File: src/rtl/pcb_pkg.sv
package pcb_pkg;

  localparam int PRED_W    = 8;
  localparam int SIZE_W    = 4;
  localparam int ST_DATA_W = 64;
  localparam int NUM_SLOTS = 2;

  typedef enum logic [1:0] {
    SEQ_IDLE  = 2'd0,
    SEQ_SLOT0 = 2'd1,
    SEQ_SLOT1 = 2'd2,
    SEQ_DONE  = 2'd3
  } seq_state_e;

  // store size is a byte count; only naturally sized accesses are legal
  function automatic logic size_legal(input logic [SIZE_W-1:0] sz);
    return (sz == 4'd1) || (sz == 4'd2) || (sz == 4'd4) || (sz == 4'd8);
  endfunction

  function automatic logic [ST_DATA_W-1:0] size_mask(input logic [SIZE_W-1:0] sz);
    logic [ST_DATA_W-1:0] m;
    case (sz)
      4'd1:    m = 64'h0000_0000_0000_00FF;
      4'd2:    m = 64'h0000_0000_0000_FFFF;
      4'd4:    m = 64'h0000_0000_FFFF_FFFF;
      4'd8:    m = 64'hFFFF_FFFF_FFFF_FFFF;
      default: m = '0;
    endcase
    return m;
  endfunction

endpackage

File: src/rtl/pcb_reg_stage.sv
module pcb_reg_stage #(
  parameter  int NUM_REGS = 16,
  parameter  int DATA_W   = 32,
  localparam int IDX_W    = $clog2(NUM_REGS)
) (
  input  logic                         clk,
  input  logic                         rst_n,
  input  logic                         clear,
  input  logic                         commit,
  input  logic                         wr_en,
  input  logic [IDX_W-1:0]             wr_idx,
  input  logic [DATA_W-1:0]            wr_data,
  output logic [NUM_REGS-1:0]          we_out,
  output logic [NUM_REGS*DATA_W-1:0]   data_out
);

  logic [NUM_REGS-1:0] written_vec;
  logic [NUM_REGS-1:0] we_d, we_q;

  for (genvar g = 0; g < NUM_REGS; g++) begin : g_reg
    logic              hit;
    logic              wr_d, wr_q;
    logic [DATA_W-1:0] val_q;

    assign hit = wr_en && (wr_idx == IDX_W'(g));

    always_comb begin
      wr_d = wr_q;
      if (clear || commit) wr_d = 1'b0;
      else if (hit)        wr_d = 1'b1;
    end

    always_ff @(posedge clk or negedge rst_n) begin
      if (!rst_n) wr_q <= 1'b0;
      else        wr_q <= wr_d;
    end

    // data staging carries no reset; it is qualified by the written flag
    always_ff @(posedge clk) begin
      if (hit) val_q <= wr_data;
    end

    assign written_vec[g]                  = wr_q;
    assign data_out[g*DATA_W +: DATA_W]    = val_q;
  end

  always_comb begin
    we_d = '0;
    if (commit) we_d = written_vec;
  end

  always_ff @(posedge clk or negedge rst_n) begin
    if (!rst_n) we_q <= '0;
    else        we_q <= we_d;
  end

  assign we_out = we_q;

endmodule

File: src/rtl/pcb_pred_stage.sv
module pcb_pred_stage
  import pcb_pkg::*;
#(
  parameter  int NUM_PREDS = 4,
  parameter  int DATA_W    = 32,
  localparam int IDX_W     = $clog2(NUM_PREDS)
) (
  input  logic                          clk,
  input  logic                          rst_n,
  input  logic                          clear,
  input  logic                          commit,
  input  logic                          wr_en,
  input  logic [IDX_W-1:0]              wr_idx,
  input  logic [DATA_W-1:0]             wr_data,
  output logic [NUM_PREDS-1:0]          we_out,
  output logic [NUM_PREDS*PRED_W-1:0]   data_out
);

  logic [NUM_PREDS-1:0] written_vec;
  logic [NUM_PREDS-1:0] we_d, we_q;
  logic [PRED_W-1:0]    wr_byte;

  assign wr_byte = wr_data[PRED_W-1:0];

  for (genvar g = 0; g < NUM_PREDS; g++) begin : g_pred
    logic              hit;
    logic              wr_d, wr_q;
    logic [PRED_W-1:0] val_d, val_q;

    assign hit = wr_en && (wr_idx == IDX_W'(g));

    always_comb begin
      wr_d  = wr_q;
      val_d = val_q;
      if (clear || commit) begin
        wr_d = 1'b0;
      end else if (hit) begin
        wr_d  = 1'b1;
        // repeated writes within a packet merge by AND
        val_d = wr_q ? (val_q & wr_byte) : wr_byte;
      end
    end

    always_ff @(posedge clk or negedge rst_n) begin
      if (!rst_n) wr_q <= 1'b0;
      else        wr_q <= wr_d;
    end

    always_ff @(posedge clk) begin
      if (hit && !clear && !commit) val_q <= val_d;
    end

    assign written_vec[g]                  = wr_q;
    assign data_out[g*PRED_W +: PRED_W]    = val_q;
  end

  always_comb begin
    we_d = '0;
    if (commit) we_d = written_vec;
  end

  always_ff @(posedge clk or negedge rst_n) begin
    if (!rst_n) we_q <= '0;
    else        we_q <= we_d;
  end

  assign we_out = we_q;

endmodule

File: src/rtl/pcb_store_log.sv
module pcb_store_log
  import pcb_pkg::*;
#(
  parameter int ADDR_W = 32
) (
  input  logic                   clk,
  input  logic                   rst_n,
  input  logic                   clear,
  input  logic                   commit,
  input  logic                   st_en,
  input  logic                   st_slot,
  input  logic [ADDR_W-1:0]      st_addr,
  input  logic [SIZE_W-1:0]      st_size,
  input  logic [ST_DATA_W-1:0]   st_data,
  input  logic                   cancel_en,
  input  logic [NUM_SLOTS-1:0]   cancel_mask,
  input  logic                   load_slot0,
  output logic                   busy,
  output logic                   mem_we,
  output logic [ADDR_W-1:0]      mem_addr,
  output logic [SIZE_W-1:0]      mem_size,
  output logic [ST_DATA_W-1:0]   mem_data,
  output logic                   done
);

  logic [NUM_SLOTS-1:0] vld_vec;
  logic [ADDR_W-1:0]    addr_arr [NUM_SLOTS];
  logic [SIZE_W-1:0]    size_arr [NUM_SLOTS];
  logic [ST_DATA_W-1:0] data_arr [NUM_SLOTS];

  logic                 flush;
  assign flush = clear || commit;

  for (genvar s = 0; s < NUM_SLOTS; s++) begin : g_slot
    logic                 take;
    logic                 v_d, v_q;
    logic [ADDR_W-1:0]    a_q;
    logic [SIZE_W-1:0]    z_q;
    logic [ST_DATA_W-1:0] d_q;

    assign take = st_en && (st_slot == 1'(s)) && size_legal(st_size) && !flush;

    always_comb begin
      v_d = v_q;
      if (flush)     v_d = 1'b0;
      else if (take) v_d = 1'b1;
    end

    always_ff @(posedge clk or negedge rst_n) begin
      if (!rst_n) v_q <= 1'b0;
      else        v_q <= v_d;
    end

    always_ff @(posedge clk) begin
      if (take) begin
        a_q <= st_addr;
        z_q <= st_size;
        d_q <= st_data & size_mask(st_size);
      end
    end

    assign vld_vec[s]  = v_q;
    assign addr_arr[s] = a_q;
    assign size_arr[s] = z_q;
    assign data_arr[s] = d_q;
  end

  // cancel mask, early-issue bookkeeping and drain sequencer
  seq_state_e           state_q, state_d;
  logic [NUM_SLOTS-1:0] cancel_q, cancel_d;
  logic                 early_q, early_d;
  logic                 early_go_q;
  logic                 early_fire;
  logic                 live0_q, live1_q;
  logic                 live0_d, live1_d;

  assign early_fire = load_slot0 && (state_q == SEQ_IDLE) && !flush &&
                      vld_vec[1] && !cancel_q[1] && !early_q;

  always_comb begin
    cancel_d = cancel_q;
    early_d  = early_q;
    if (flush) begin
      cancel_d = '0;
      early_d  = 1'b0;
    end else begin
      if (cancel_en)  cancel_d = cancel_q | cancel_mask;
      if (early_fire) early_d  = 1'b1;
    end
  end

  always_comb begin
    state_d = state_q;
    live0_d = live0_q;
    live1_d = live1_q;
    case (state_q)
      SEQ_IDLE: begin
        if (commit) begin
          state_d = SEQ_SLOT0;
          live0_d = vld_vec[0] && !cancel_q[0];
          live1_d = vld_vec[1] && !cancel_q[1] && !early_q;
        end
      end
      SEQ_SLOT0: state_d = SEQ_SLOT1;
      SEQ_SLOT1: state_d = SEQ_DONE;
      default:   state_d = SEQ_IDLE;
    endcase
  end

  always_ff @(posedge clk or negedge rst_n) begin
    if (!rst_n) begin
      state_q    <= SEQ_IDLE;
      cancel_q   <= '0;
      early_q    <= 1'b0;
      early_go_q <= 1'b0;
      live0_q    <= 1'b0;
      live1_q    <= 1'b0;
    end else begin
      state_q    <= state_d;
      cancel_q   <= cancel_d;
      early_q    <= early_d;
      early_go_q <= early_fire;
      live0_q    <= live0_d;
      live1_q    <= live1_d;
    end
  end

  logic sel1;

  always_comb begin
    mem_we = 1'b0;
    sel1   = 1'b0;
    if (early_go_q) begin
      mem_we = 1'b1;
      sel1   = 1'b1;
    end else if (state_q == SEQ_SLOT0) begin
      mem_we = live0_q;
    end else if (state_q == SEQ_SLOT1) begin
      mem_we = live1_q;
      sel1   = 1'b1;
    end
  end

  assign mem_addr = sel1 ? addr_arr[1] : addr_arr[0];
  assign mem_size = sel1 ? size_arr[1] : size_arr[0];
  assign mem_data = sel1 ? data_arr[1] : data_arr[0];
  assign busy     = (state_q != SEQ_IDLE);
  assign done     = (state_q == SEQ_DONE);

endmodule

File: src/rtl/pcb_commit_buffer.sv
module pcb_commit_buffer
  import pcb_pkg::*;
#(
  parameter  int NUM_REGS  = 16,
  parameter  int NUM_PREDS = 4,
  parameter  int DATA_W    = 32,
  parameter  int ADDR_W    = 32,
  localparam int RIDX_W    = $clog2(NUM_REGS),
  localparam int PIDX_W    = $clog2(NUM_PREDS)
) (
  input  logic                          clk,
  input  logic                          rst_n,
  input  logic                          pkt_start,
  input  logic                          reg_wr_en,
  input  logic [RIDX_W-1:0]             reg_wr_idx,
  input  logic [DATA_W-1:0]             reg_wr_data,
  input  logic                          pred_wr_en,
  input  logic [PIDX_W-1:0]             pred_wr_idx,
  input  logic [DATA_W-1:0]             pred_wr_data,
  input  logic                          br_taken,
  input  logic [ADDR_W-1:0]             br_target,
  input  logic                          st_log_en,
  input  logic                          st_log_slot,
  input  logic [ADDR_W-1:0]             st_log_addr,
  input  logic [3:0]                    st_log_size,
  input  logic [63:0]                   st_log_data,
  input  logic                          cancel_en,
  input  logic [1:0]                    cancel_mask,
  input  logic                          load_slot0,
  input  logic                          commit,
  output logic [NUM_REGS-1:0]           rf_we,
  output logic [NUM_REGS*DATA_W-1:0]    rf_wdata,
  output logic [NUM_PREDS-1:0]          pr_we,
  output logic [NUM_PREDS*8-1:0]        pr_wdata,
  output logic                          npc_we,
  output logic [ADDR_W-1:0]             npc,
  output logic                          mem_we,
  output logic [ADDR_W-1:0]             mem_addr,
  output logic [3:0]                    mem_size,
  output logic [63:0]                   mem_data,
  output logic                          commit_done
);

  logic busy;
  logic commit_go;

  // a commit is taken only when no sequence is running; pkt_start wins
  assign commit_go = commit && !busy && !pkt_start;

  pcb_reg_stage #(.NUM_REGS(NUM_REGS), .DATA_W(DATA_W)) i_reg_stage (
    .clk      (clk),
    .rst_n    (rst_n),
    .clear    (pkt_start),
    .commit   (commit_go),
    .wr_en    (reg_wr_en),
    .wr_idx   (reg_wr_idx),
    .wr_data  (reg_wr_data),
    .we_out   (rf_we),
    .data_out (rf_wdata)
  );

  pcb_pred_stage #(.NUM_PREDS(NUM_PREDS), .DATA_W(DATA_W)) i_pred_stage (
    .clk      (clk),
    .rst_n    (rst_n),
    .clear    (pkt_start),
    .commit   (commit_go),
    .wr_en    (pred_wr_en),
    .wr_idx   (pred_wr_idx),
    .wr_data  (pred_wr_data),
    .we_out   (pr_we),
    .data_out (pr_wdata)
  );

  pcb_store_log #(.ADDR_W(ADDR_W)) i_store_log (
    .clk         (clk),
    .rst_n       (rst_n),
    .clear       (pkt_start),
    .commit      (commit_go),
    .st_en       (st_log_en),
    .st_slot     (st_log_slot),
    .st_addr     (st_log_addr),
    .st_size     (st_log_size),
    .st_data     (st_log_data),
    .cancel_en   (cancel_en),
    .cancel_mask (cancel_mask),
    .load_slot0  (load_slot0),
    .busy        (busy),
    .mem_we      (mem_we),
    .mem_addr    (mem_addr),
    .mem_size    (mem_size),
    .mem_data    (mem_data),
    .done        (commit_done)
  );

  // first-taken-branch capture
  logic              taken_q, taken_d;
  logic              tgt_en;
  logic [ADDR_W-1:0] tgt_q;
  logic              npc_we_q;

  assign tgt_en = br_taken && !taken_q && !pkt_start && !commit_go;

  always_comb begin
    taken_d = taken_q;
    if (pkt_start || commit_go) taken_d = 1'b0;
    else if (br_taken)          taken_d = 1'b1;
  end

  always_ff @(posedge clk or negedge rst_n) begin
    if (!rst_n) begin
      taken_q  <= 1'b0;
      npc_we_q <= 1'b0;
    end else begin
      taken_q  <= taken_d;
      npc_we_q <= commit_go && taken_q;
    end
  end

  always_ff @(posedge clk) begin
    if (tgt_en) tgt_q <= br_target;
  end

  assign npc_we = npc_we_q;
  assign npc    = tgt_q;

endmodule

File: config.mk
export PLATFORM = sky130hd
export DESIGN_NAME = pcb_commit_buffer
export DESIGN_NICKNAME = d
export VERILOG_FILES = /design/src/rtl/pcb_pkg.sv /design/src/rtl/pcb_reg_stage.sv /design/src/rtl/pcb_pred_stage.sv /design/src/rtl/pcb_store_log.sv /design/src/rtl/pcb_commit_buffer.sv
export SDC_FILE = /design/constraint.sdc
export NUM_CORES = 1
export LEC_CHECK = 0
export BUFFER_PORTS_ARGS = -buffer_cell sky130_fd_sc_hd__buf_2
export CAP_MARGIN = 10
export CORE_AREA = 5 5 352 354
export DETAILED_ROUTE_END_ITERATION = 8
export DIE_AREA = 0 0 357 359
export PLACE_DENSITY = 0.43
export SLEW_MARGIN = 20
export SYNTH_ARGS = -nofsm -noshare
export SYNTH_HDL_FRONTEND = slang
export SYNTH_SLANG_ARGS = --single-unit
File: constraint.sdc
create_clock -name clk -period 6.1 [get_ports clk]
set_input_delay 1.22 -clock clk [delete_from_list [all_inputs] [get_ports clk]]
set_output_delay 1.22 -clock clk [all_outputs]
set_load 0.1 [all_outputs]
==> impl_metrics.env, run 1 <==
export IMPL_status="completed"
export IMPL_finalWeightedCongestion=0.8211
export IMPL_drtIter0Drc=1005
export IMPL_hold_buffers=0
export IMPL_hold_viol=0
export IMPL_power_w=0.01491
export IMPL_synth_area_leaders="edfxtp_1 85%, dfrtp_1 4.7%, mux2_2 4.1%"
export IMPL_yosysSeqAreaShare=0.8956
export IMPL_path_class="flip-flop to output port"
export IMPL_wl_um=93420
export IMPL_setup_worst_path_end="mem_data[29]"
export IMPL_die_h_um=359
export IMPL_synth_compound_area_frac=0.01794
export IMPL_cts_inserted_buffers=90
export IMPL_rsz0062_at_grt="no"
export IMPL_ir_drop_mv=0.2240
export IMPL_async_flop_share=0.06280
export IMPL_reg2regPathDepth=6
export IMPL_post_dp_cell_area_um2=34260
export IMPL_die_area_um2=128200
export IMPL_synth_xor_area_frac=0.0003188
export IMPL_cts_setup_buffers=0
export IMPL_worstPathMaxFanout=36
export IMPL_syn_num_nets=1433
export IMPL_switching_share=0.3345
export IMPL_grt_max_degree=68
export IMPL_wire_per_inst_um=23.94
export IMPL_hold_depth=1
export IMPL_route_detailed_drc=0
export IMPL_crit_required_ns=4.88
export IMPL_yosysTopAreaCell="edfxtp_1"
export IMPL_post_route_min_period_ns=4.382
export IMPL_finalNetCount=2417
export IMPL_netlist_top_cells_count="776 x edfxtp_1, 101 x mux2_2, 52 x dfrtp_1"
export IMPL_die_w_um=357
export IMPL_vias_per_cell=3.971
export IMPL_coreArea_um2=120800
export IMPL_grt_pass1_vias=16140
export IMPL_grt_total_usage=0.1401
export IMPL_share_comb_of_total_power=0.216
export IMPL_cp_start_kind="flip-flop"
export IMPL_antenna_found_initial=12
export IMPL_ys_flop_type="edfxtp_1"
export IMPL_r2r_slack_ns=3.46
export IMPL_p_seq_frac=0.430
export IMPL_hold_ws_ns=0.4672
export IMPL_clock_skew_ns=0.02718
export IMPL_clockBufferDepth=3
export IMPL_path_cells="inv_1, ha_1, nor2_4, buf_12, buf_12, mux2_2, buf_2"
export IMPL_synthMuxAreaShare=0.04140
export IMPL_start_util=0.2275
export IMPL_boundaryPins=914
export IMPL_num_vias=15490
export IMPL_clkPwrFrac=0.354
export IMPL_hold_class="flip-flop to flip-flop"
export IMPL_p_per_area_nw_per_um2=400.9
export IMPL_slowest_delay_ns=0.50
export IMPL_grt_pass1_wl_um=127500
export IMPL_setup_viol=0
export IMPL_startpoint="i_store_log.state_q[0]"
export IMPL_min_period_over_period=0.7183
export IMPL_dp_hpwl_um=66090
export IMPL_portBuffers=889
export IMPL_fmax_mhz=228.2
export IMPL_synth_cell_types=36
export IMPL_slowest_stage="nor2_4"
export IMPL_post_route_util=0.3080
export IMPL_design_area_um2=37190
export IMPL_synth_cells=1213
export IMPL_intPower_w=0.009924
export IMPL_slew_viol_final=0
export IMPL_synth_area_um2=27470
export IMPL_syn_avg_cell_area_um2=22.65
export IMPL_root_buffer="clkbuf_16"
export IMPL_clkTransAtPathRegs_ns=0.06
export IMPL_cts_resized=0
export IMPL_worst_skew_pair_late_latency_ns=0.67
export IMPL_worstReg2RegStart="i_store_log.state_q[0]"
export IMPL_synth_top_family_by_area="multiplexers"
export IMPL_yosysMostFrequentCell="edfxtp_1"
export IMPL_ant_nets=0
export IMPL_area_delta_synth_final_pct=35.38
export IMPL_tritoncts="done"
export IMPL_relSlewSlack=0.3033
export IMPL_rows=128
export IMPL_dr_pass1_iters=4
export IMPL_worstPathArrival_ns=3.16
export IMPL_ctsHtreeMaxLevel=3
export IMPL_end_kind="output port"
export IMPL_yosysTopAreaCellShare=0.8482
export IMPL_grt_overflow_total=0
export IMPL_synth_edf_count=776
export IMPL_synth_warnings=0
export IMPL_drv_cap=0
export IMPL_crit_top_cell="buf_12"
export IMPL_drive_above_1_share=0.5344
export IMPL_switchingPower_w=0.004988
export IMPL_synth_seq_cells=828
export IMPL_synth_adder_area_share=0.002277
export IMPL_fillers=12060
export IMPL_p_leak_nw=13.86
export IMPL_timing_rr_end="i_store_log.g_slot[1].a_q[0]"
export IMPL_worst_pin_slew_ns=1.037
export IMPL_synth_simple_gate_area_share=0.03293
export IMPL_cts_sinks=828
metal layers:
metal | GRT usage | vias up | wire [um]
met5 | 0 | - | 0
met2 | 0.2460 | 629 | 48000
met1 | 0.1577 | 8051 | 34780
met4 | 0.05554 | 0 | 3501
li1 | - | 6666 | -
met3 | 0.04449 | 147 | 7140
cell usage in the layout (no fill, tap or decap), types with 5 or more instances in the layout:
| master | synthesis | layout |
|---|---|---|
| nand2_1 | 6 | 6 |
| o21a_1 | 19 | 19 |
| nor2_4 | 0 | 15 |
| ha_1 | 5 | 5 |
| a21boi_0 | 32 | 32 |
| clkbuf_1 | 14 | 17 |
| mux2_2 | 101 | 101 |
| buf_2 | 11 | 889 |
| nand3b_1 | 5 | 5 |
| and2_2 | 32 | 32 |
| nor2b_2 | 6 | 6 |
| inv_1 | 38 | 38 |
| diode_2 | 0 | 7 |
| clkbuf_16 | 0 | 90 |
| clkinv_16 | 0 | 5 |
| clkinv_1 | 0 | 20 |
| and2_1 | 45 | 45 |
| edfxtp_1 | 776 | 776 |
| dfrtp_1 | 52 | 52 |
| clkinv_2 | 0 | 14 |
| nor2_1 | 26 | 11 |
| buf_4 | 0 | 25 |
| nor3_2 | 1 | 6 |
| clkbuf_8 | 0 | 6 |
critical path: cells and delay by family (launching register included):
family | cells | cell delay [ns]
buf+inv | 4 | 0.89
mux | 1 | 0.36
fa+ha+maj | 1 | 0.26
simple gates | 1 | 0.50
flops | 1 | 0.42
per-stage QoR:
step / std cells / TNS (ns) / setup WS, ns
after global placement: 3728 / 0 / 2.125
after floorplan: 1213 / -136.50 / -0.6825
final: 3902 / 0 / 1.718
after global routing: 3901 / 0 / 1.518
after detailed placement: 3730 / 0 / 2.383
after CTS: 3895 / 0 / 1.615
layout make-up:
type | instances | area [um^2] | share of cell area
Antenna cell | 7 | 17.52 | 0.0004710
Tap cell | 1625 | 2033 | 0.05467
Timing Repair Buffer | 918 | 4725 | 0.1270
Inverter | 38 | 142.6 | 0.003835
Multi-Input combinational cell | 321 | 2759 | 0.07418
Clock buffer | 113 | 2399 | 0.06449
Sequential cell | 828 | 24600 | 0.6615
Clock inverter | 52 | 513.0 | 0.01379
power by group through the flow:
stage / registers (W) / logic (W) / clock network [W]
after floorplan: 0.00715 / 0.00196 / 0
after global placement: 0.00653 / 0.00323 / 0
after detailed placement: 0.00653 / 0.00326 / 0
after CTS: 0.00641 / 0.00326 / 0.00544
after global routing: 0.00642 / 0.00331 / 0.00570
final: 0.00641 / 0.00322 / 0.00528
kinds of logic after synthesis:
family	count (synthesis)
DFF	828
buffers and inverters	64
and+or+nand+nor	146
muxes	101
xor gates and xnor gates	1
adders and majority gates	5
AOI/OAI and AO/OA	68
worst min path at each step:
stage | start | to | slack, ns
2_1_floorplan | i_store_log.early_q | i_store_log.early_go_q | 0.42
3_3_place_gp | i_store_log.early_q | i_store_log.early_go_q | 0.43
3_5_place_dp | i_store_log.early_q | i_store_log.early_go_q | 0.45
4_1_cts | i_store_log.early_q | i_store_log.early_go_q | 0.47
5_1_grt | i_store_log.early_q | i_store_log.early_go_q | 0.49
6_report | i_store_log.early_q | i_store_log.early_go_q | 0.47
registers in the layout, indices dropped and copies added (netlist names), 4 cells and up:
signal / count
i_reg_stage.g.val_q: 512
i_reg_stage.we_out: 16
i_store_log.g_slot.d_q: 128
i_pred_stage.g_pred.wr_q: 4
i_store_log.g_slot.a_q: 64
i_pred_stage.we_out: 4
npc: 32
i_reg_stage.g.wr_q: 16
i_store_log.g_slot.z_q: 8
i_pred_stage.g_pred.val_q: 32
(Power assumes the default switching activity.)
==> run 2: changes to the inputs <==
==> constraint.sdc (replaced) <==
create_clock -name clk -period 3.6 [get_ports clk]
set_input_delay 0.72 -clock clk [delete_from_list [all_inputs] [get_ports clk]]
set_output_delay 0.72 -clock clk [all_outputs]
set_load 0.1 [all_outputs]
==> run 2 against run 1 <==
  * Worst setup slack worse by 1.4 ns
  * Count of clock-buffer cells in the layout down 2
  * Sequential power up 70%
  * Via count down 0.61%
  * Clock power up 74%
  * Die area unchanged
  * Power up 72%
  * First-iteration DRC count down 9.9%
  * Final cell count up 0.28%
  * Register-to-register slack worse by 2.3 ns
  * Combinational power up 72%
  * Sequential share of layout area down 0.57 points
  * Critical path type unchanged
  * Largest cell class unchanged
  * Highest routed layer is now met5
==> impl_metrics.env, run 2 (same netlist as run 1, synthesis figures left out) <==
export IMPL_clock_skew_ns=0.03722
export IMPL_hold_ws_ns=0.08692
export IMPL_rows=128
export IMPL_crit_required_ns=2.88
export IMPL_p_seq_frac=0.424
export IMPL_layout_common_cells="888 x buf_2, 776 x edfxtp_1, 101 x mux2_2, 91 x clkbuf_16, 52 x dfrtp_1"
export IMPL_hold_viol=0
export IMPL_grt_overflow_total=0
export IMPL_grt_pass1_wl_um=124800
export IMPL_wl_met3_um=6808
export IMPL_layout_setup_ws_ns=0.3154
export IMPL_path_class="flip-flop to output port"
export IMPL_clockBufferDepth=3
export IMPL_post_route_min_period_ns=3.285
export IMPL_clkTransAtPathRegs_ns=0.06
export IMPL_timing_rr_end="i_pred_stage.g_pred[1].val_q[6]"
export IMPL_routed_wl_met2_um=47580
export IMPL_die_h_um=359
export IMPL_dp_hpwl_um=64850
export IMPL_crit_top_cell="buf_12"
export IMPL_wire_per_inst_um=23.35
export IMPL_root_buffer="clkbuf_16"
export IMPL_die_w_um=357
export IMPL_finalNetCount=2428
export IMPL_setup_viol=0
export IMPL_rsz0062_at_grt="no"
export IMPL_multi_input_area_um2=2779
export IMPL_wl_um=91380
export IMPL_min_period_over_period=0.9124
export IMPL_die_area_um2=128200
export IMPL_status="completed"
export IMPL_ir_drop_mv=0.3768
export IMPL_portBuffers=889
export IMPL_worst_pin_slew_ns=0.9467
export IMPL_top_regs="i_reg_stage.g.val_q x512, i_store_log.g_slot.d_q x128, i_store_log.g_slot.a_q x64"
export IMPL_slowest_stage="dfrtp_1"
export IMPL_ant_nets=0
export IMPL_grt_max_degree=71
export IMPL_grt_pass1_vias=16010
export IMPL_switching_share=0.3303
export IMPL_pre_cts_ws_ns=0.6364
export IMPL_reg2regPathDepth=6
export IMPL_slew_viol_final=0
export IMPL_ctsHtreeMaxLevel=3
export IMPL_start_util=0.2275
export IMPL_dr_pass1_iters=7
export IMPL_post_route_util=0.3107
export IMPL_path_cells="inv_1, ha_1, nor2_4, buf_12, buf_12, mux2_2, buf_2"
export IMPL_r2r_slack_ns=1.20
export IMPL_grt_total_usage=0.1360
export IMPL_worst_skew_pair_late_latency_ns=0.66
export IMPL_fmax_mhz=304.5
export IMPL_layout_commonest_cell="buf_2"
export IMPL_fillers=11990
export IMPL_met1Wirelength_um=33660
export IMPL_end_kind="output port"
export IMPL_slowest_delay_ns=0.43
export IMPL_cp_start_kind="flip-flop"
export IMPL_area_delta_synth_final_pct=36.57
export IMPL_relSlewSlack=0.3654
export IMPL_coreArea_um2=120800
export IMPL_seq_area_um2=24600
export IMPL_worstReg2RegStart="i_store_log.state_q[0]"
export IMPL_antenna_found_initial=8
export IMPL_drv_cap=0
export IMPL_worstPathMaxFanout=23
export IMPL_p_per_area_nw_per_um2=682.2
export IMPL_p_leak_nw=13.98
export IMPL_largest_reg_flops=512
export IMPL_num_vias=15400
export IMPL_tritoncts="done"
export IMPL_largest_register="i_reg_stage.g.val_q"
export IMPL_worstPathArrival_ns=2.56
export IMPL_route_detailed_drc=0
export IMPL_hold_class="input pin to async pin"
export IMPL_drtIter0Drc=906
export IMPL_boundaryPins=914
export IMPL_intPower_w=0.01714
export IMPL_share_comb_of_total_power=0.217
export IMPL_vias_per_cell=3.935
export IMPL_finalWeightedCongestion=0.8124
export IMPL_switchingPower_w=0.008453
export IMPL_clkPwrFrac=0.359
export IMPL_cts_sinks=828
export IMPL_topRoutingLayerUsed="met5"
export IMPL_cts_inserted_buffers=91
export IMPL_drive_above_1_share=0.5366
run 2: cell types whose count changed in the layout (fill, tap and decap cells not counted), sizes merged:
cell      delta
buf         +10
bufinv       +4
clkinv       -4
clkinvlp     +3
clkbuf       -2
diode        -2
inv          +2
run 2: what timing repair did:
item / CTS / global route
buffers inserted: 1 / 0
endpoints found under the setup margin: 97 / 0
resized for setup: 0 / 0
hold buffers: 0 / 0
run 2: layout make-up:
type                       count  share of cell area
sequential                   828              0.6558
timing repair buffer         928              0.1328
multi-input combinational    321             0.07407
clock buffer                 111             0.06296
tap                         1625             0.05419
clock inverter                57             0.01604
inverter                      38            0.003802
antenna                        5           0.0003335
run 2: stage by stage:
stage	area (um^2)	power, W	setup TNS [ns]	cells
floorplan	27500	0.01543	-201.61	1213
finish	37520	0.02559	0	3913
global placement	34520	0.01664	0	3739
global route	37510	0.02646	0	3911
CTS	37500	0.02596	0	3908
detailed placement	34520	0.01666	0	3739
run 2: power groups by stage:
stage	Combinational, W	Sequential, W	Clock [W]
after floorplan	0.00332	0.0121	0
after global placement	0.00558	0.0111	0
after detailed placement	0.00559	0.0111	0
after CTS	0.00563	0.0109	0.00946
after global routing	0.00571	0.0109	0.00987
final	0.00555	0.0109	0.00918
run 2: how the worst max path moves through the flow:
stage / startpoint / to / cells past startpoint
after detailed placement: i_store_log.state_q[0] / mem_addr[7] / 6
after floorplan: st_log_size[0] / i_store_log.g_slot[0].a_q[0] / 4
final: i_store_log.state_q[0] / mem_addr[9] / 7
after global routing: i_store_log.state_q[0] / mem_addr[8] / 7
after CTS: i_store_log.state_q[0] / mem_addr[8] / 7
after global placement: i_store_log.state_q[0] / mem_addr[7] / 6
run 2: per-layer routing:
metal / up-vias / GRT usage
li1: 6697 / -
met1: 7926 / 0.1495
met5: - / 0
met2: 613 / 0.2471
met3: 160 / 0.03805
met4: 2 / 0.05319
run 2: critical path, delay by kind of cell, from the launching register on:
kind | cells | cell delay [ns]
muxes | 1 | 0.35
adders and majority gates | 1 | 0.26
buffers and inverters | 4 | 0.75
DFF | 1 | 0.43
and+or+nand+nor | 1 | 0.12
==> run 3: changes to the inputs <==
--- a/config.mk
+++ b/config.mk
@@ -10,7 +10,7 @@
 export CORE_AREA = 5 5 352 354
 export DETAILED_ROUTE_END_ITERATION = 8
 export DIE_AREA = 0 0 357 359
-export PLACE_DENSITY = 0.43
+export PLACE_DENSITY = 0.55
 export SLEW_MARGIN = 20
 export SYNTH_ARGS = -nofsm -noshare
 export SYNTH_HDL_FRONTEND = slang
==> run 3 against run 2 <==
  * Worst setup slack lost 0.044 ns
  * Global-route usage shrank 0.65 points
  * First-iteration DRC count grew 26%
  * Non-clock buffer count grew 7
  * Fmax shrank 1.3%
  * Routed wire length shrank 5.8%
  * Count of clock-buffer cells in the layout shrank 4
  * Core utilization shrank 0.10 points
  * Power shrank 2.5%
  * Clock power shrank 6.4%
  * Cell area shrank 0.33%
  * Hold slack gained 0.094 ns
  * Largest cell class unchanged
  * Largest power group unchanged
==> impl_metrics.env, run 3 (same netlist as run 1, synthesis figures left out) <==
export IMPL_switching_share=0.3342
export IMPL_p_leak_nw=13.91
export IMPL_coreArea_um2=120800
export IMPL_cts_sinks=828
export IMPL_clkPwrFrac=0.344
export IMPL_hold_class="input pin to async pin"
export IMPL_design_area_um2=37390
export IMPL_status="completed"
export IMPL_path_class="flip-flop to output port"
export IMPL_num_vias=15360
export IMPL_slowest_stage="dfrtp_1"
export IMPL_portBuffers=889
export IMPL_intPower_w=0.01662
export IMPL_grt_pass1_wl_um=118400
export IMPL_setup_viol=0
export IMPL_tritoncts="done"
export IMPL_die_h_um=359
export IMPL_dr_pass1_iters=5
export IMPL_worstPathMaxFanout=11
export IMPL_dp_cells=3744
export IMPL_rows=128
export IMPL_antenna_found_initial=14
export IMPL_final_cells=3908
export IMPL_drtIter0Drc=1141
export IMPL_root_buffer="clkbuf_16"
export IMPL_finalNetCount=2430
export IMPL_area_delta_synth_final_pct=36.12
export IMPL_largest_reg_flops=512
export IMPL_rsz0062_at_grt="no"
export IMPL_relSlewSlack=0.3913
export IMPL_post_route_min_period_ns=3.329
export IMPL_worst_skew_pair_late_latency_ns=0.67
export IMPL_layout_common_cells="889 x buf_2, 776 x edfxtp_1, 101 x mux2_2, 87 x clkbuf_16, 52 x dfrtp_1"
export IMPL_top_regs="i_reg_stage.g.val_q x512, i_store_log.g_slot.d_q x128, i_store_log.g_slot.a_q x64"
export IMPL_wire_per_inst_um=22.02
export IMPL_worstPathArrival_ns=2.61
export IMPL_wl_um=86070
export IMPL_ctsHtreeMaxLevel=3
export IMPL_die_area_um2=128200
export IMPL_layout_setup_ws_ns=0.2710
export IMPL_grt_max_degree=40
export IMPL_ir_drop_mv=0.3797
export IMPL_largest_register="i_reg_stage.g.val_q"
export IMPL_boundaryPins=914
export IMPL_crit_required_ns=2.88
export IMPL_post_dp_cell_area_um2=34600
export IMPL_p_seq_frac=0.435
export IMPL_end_kind="output port"
export IMPL_cp_start_kind="flip-flop"
export IMPL_pre_cts_ws_ns=0.6319
export IMPL_share_comb_of_total_power=0.221
export IMPL_slowest_delay_ns=0.43
export IMPL_path_cells="inv_1, ha_1, nor2_4, buf_12, buf_4, mux2_2, buf_2"
export IMPL_cts_inserted_buffers=86
export IMPL_vias_per_cell=3.931
export IMPL_worstReg2RegStart="i_store_log.state_q[0]"
export IMPL_drive_above_1_share=0.5349
export IMPL_setup_tns_ns=0
export IMPL_start_util=0.2275
export IMPL_grt_overflow_total=0
export IMPL_worst_pin_slew_ns=0.9131
export IMPL_ant_nets=0
export IMPL_grt_total_usage=0.1295
export IMPL_min_period_over_period=0.9247
export IMPL_startpoint="i_store_log.state_q[0]"
export IMPL_fmax_mhz=300.4
export IMPL_slew_viol_final=0
export IMPL_layout_commonest_cell="buf_2"
export IMPL_hold_viol=0
export IMPL_finalWeightedCongestion=0.7826
export IMPL_clockBufferDepth=3
export IMPL_clock_skew_ns=0.02511
export IMPL_drv_cap=0
export IMPL_clkTransAtPathRegs_ns=0.06
export IMPL_die_w_um=357
export IMPL_switchingPower_w=0.008341
export IMPL_route_detailed_drc=0
export IMPL_grt_pass1_vias=15590
export IMPL_p_per_area_nw_per_um2=667.5
export IMPL_dp_hpwl_um=61470
export IMPL_fillers=12030
run 3: area by class of cell:
cell class / count / area (um^2) / share of cell area
sequential: 828 / 24600 / 0.6580
timing repair buffer: 935 / 5070 / 0.1356
multi-input combinational: 321 / 2784 / 0.07445
clock buffer: 107 / 2262 / 0.06050
tap: 1625 / 2033 / 0.05437
clock inverter: 50 / 488.0 / 0.01305
inverter: 38 / 142.6 / 0.003814
antenna: 4 / 10.01 / 0.0002677
run 3: path summary, 6_finish.rpt:
kind	slack, ns	cells after the start	end
worst max-delay path	0.27	7	mem_data[56]
min in group clk	0.23	1	npc[5]
max in group asynchronous	2.68	2	i_store_log.live1_q
worst min register to register	0.45	1	i_store_log.early_go_q
worst min-delay path	0.18	1	i_pred_stage.g_pred[3].wr_q
worst max register to register	1.15	6	i_pred_stage.g_pred[3].val_q[1]
run 3: power by group through the flow:
stage	combinational [W]	clock [W]	sequential (W)
after CTS	0.00557	0.00887	0.0109
final	0.00551	0.00859	0.0109
after detailed placement	0.00551	0	0.0111
after global placement	0.00551	0	0.0111
after floorplan	0.00332	0	0.0121
after global routing	0.00568	0.00928	0.0109
run 3: metal layers:
metal / GRT usage / routed length (um)
met1: 0.1407 / 30890
met2: 0.2296 / 44090
met3: 0.04211 / 7824
met4: 0.05726 / 3215
met5: 0 / 50
run 3: worst max-delay path: cells and delay by family (launching register included):
family,cells,cell delay (ns)
buffers and inverters,4,0.75
DFF,1,0.43
muxes,1,0.37
adders and majority gates,1,0.25
and+or+nand+nor,1,0.12
run 3: stage by stage:
step	util	total power, W	hold slack [ns]
floorplan	-	0.01543	0.4222
global placement	0.2865	0.01657	0.4375
detailed placement	0.2865	0.01658	0.4468
CTS	0.3096	0.02530	0.1222
global route	0.3097	0.02584	0.1543
finish	0.3097	0.02496	0.1812
run 3: timing repair:
| item | 4_1_cts | 5_1_grt |
|---|---|---|
| gates resized for setup | 0 | 0 |
| hold buffers | 0 | 0 |
| setup endpoints to repair | 92 | 0 |
| buffers inserted | 3 | 0 |
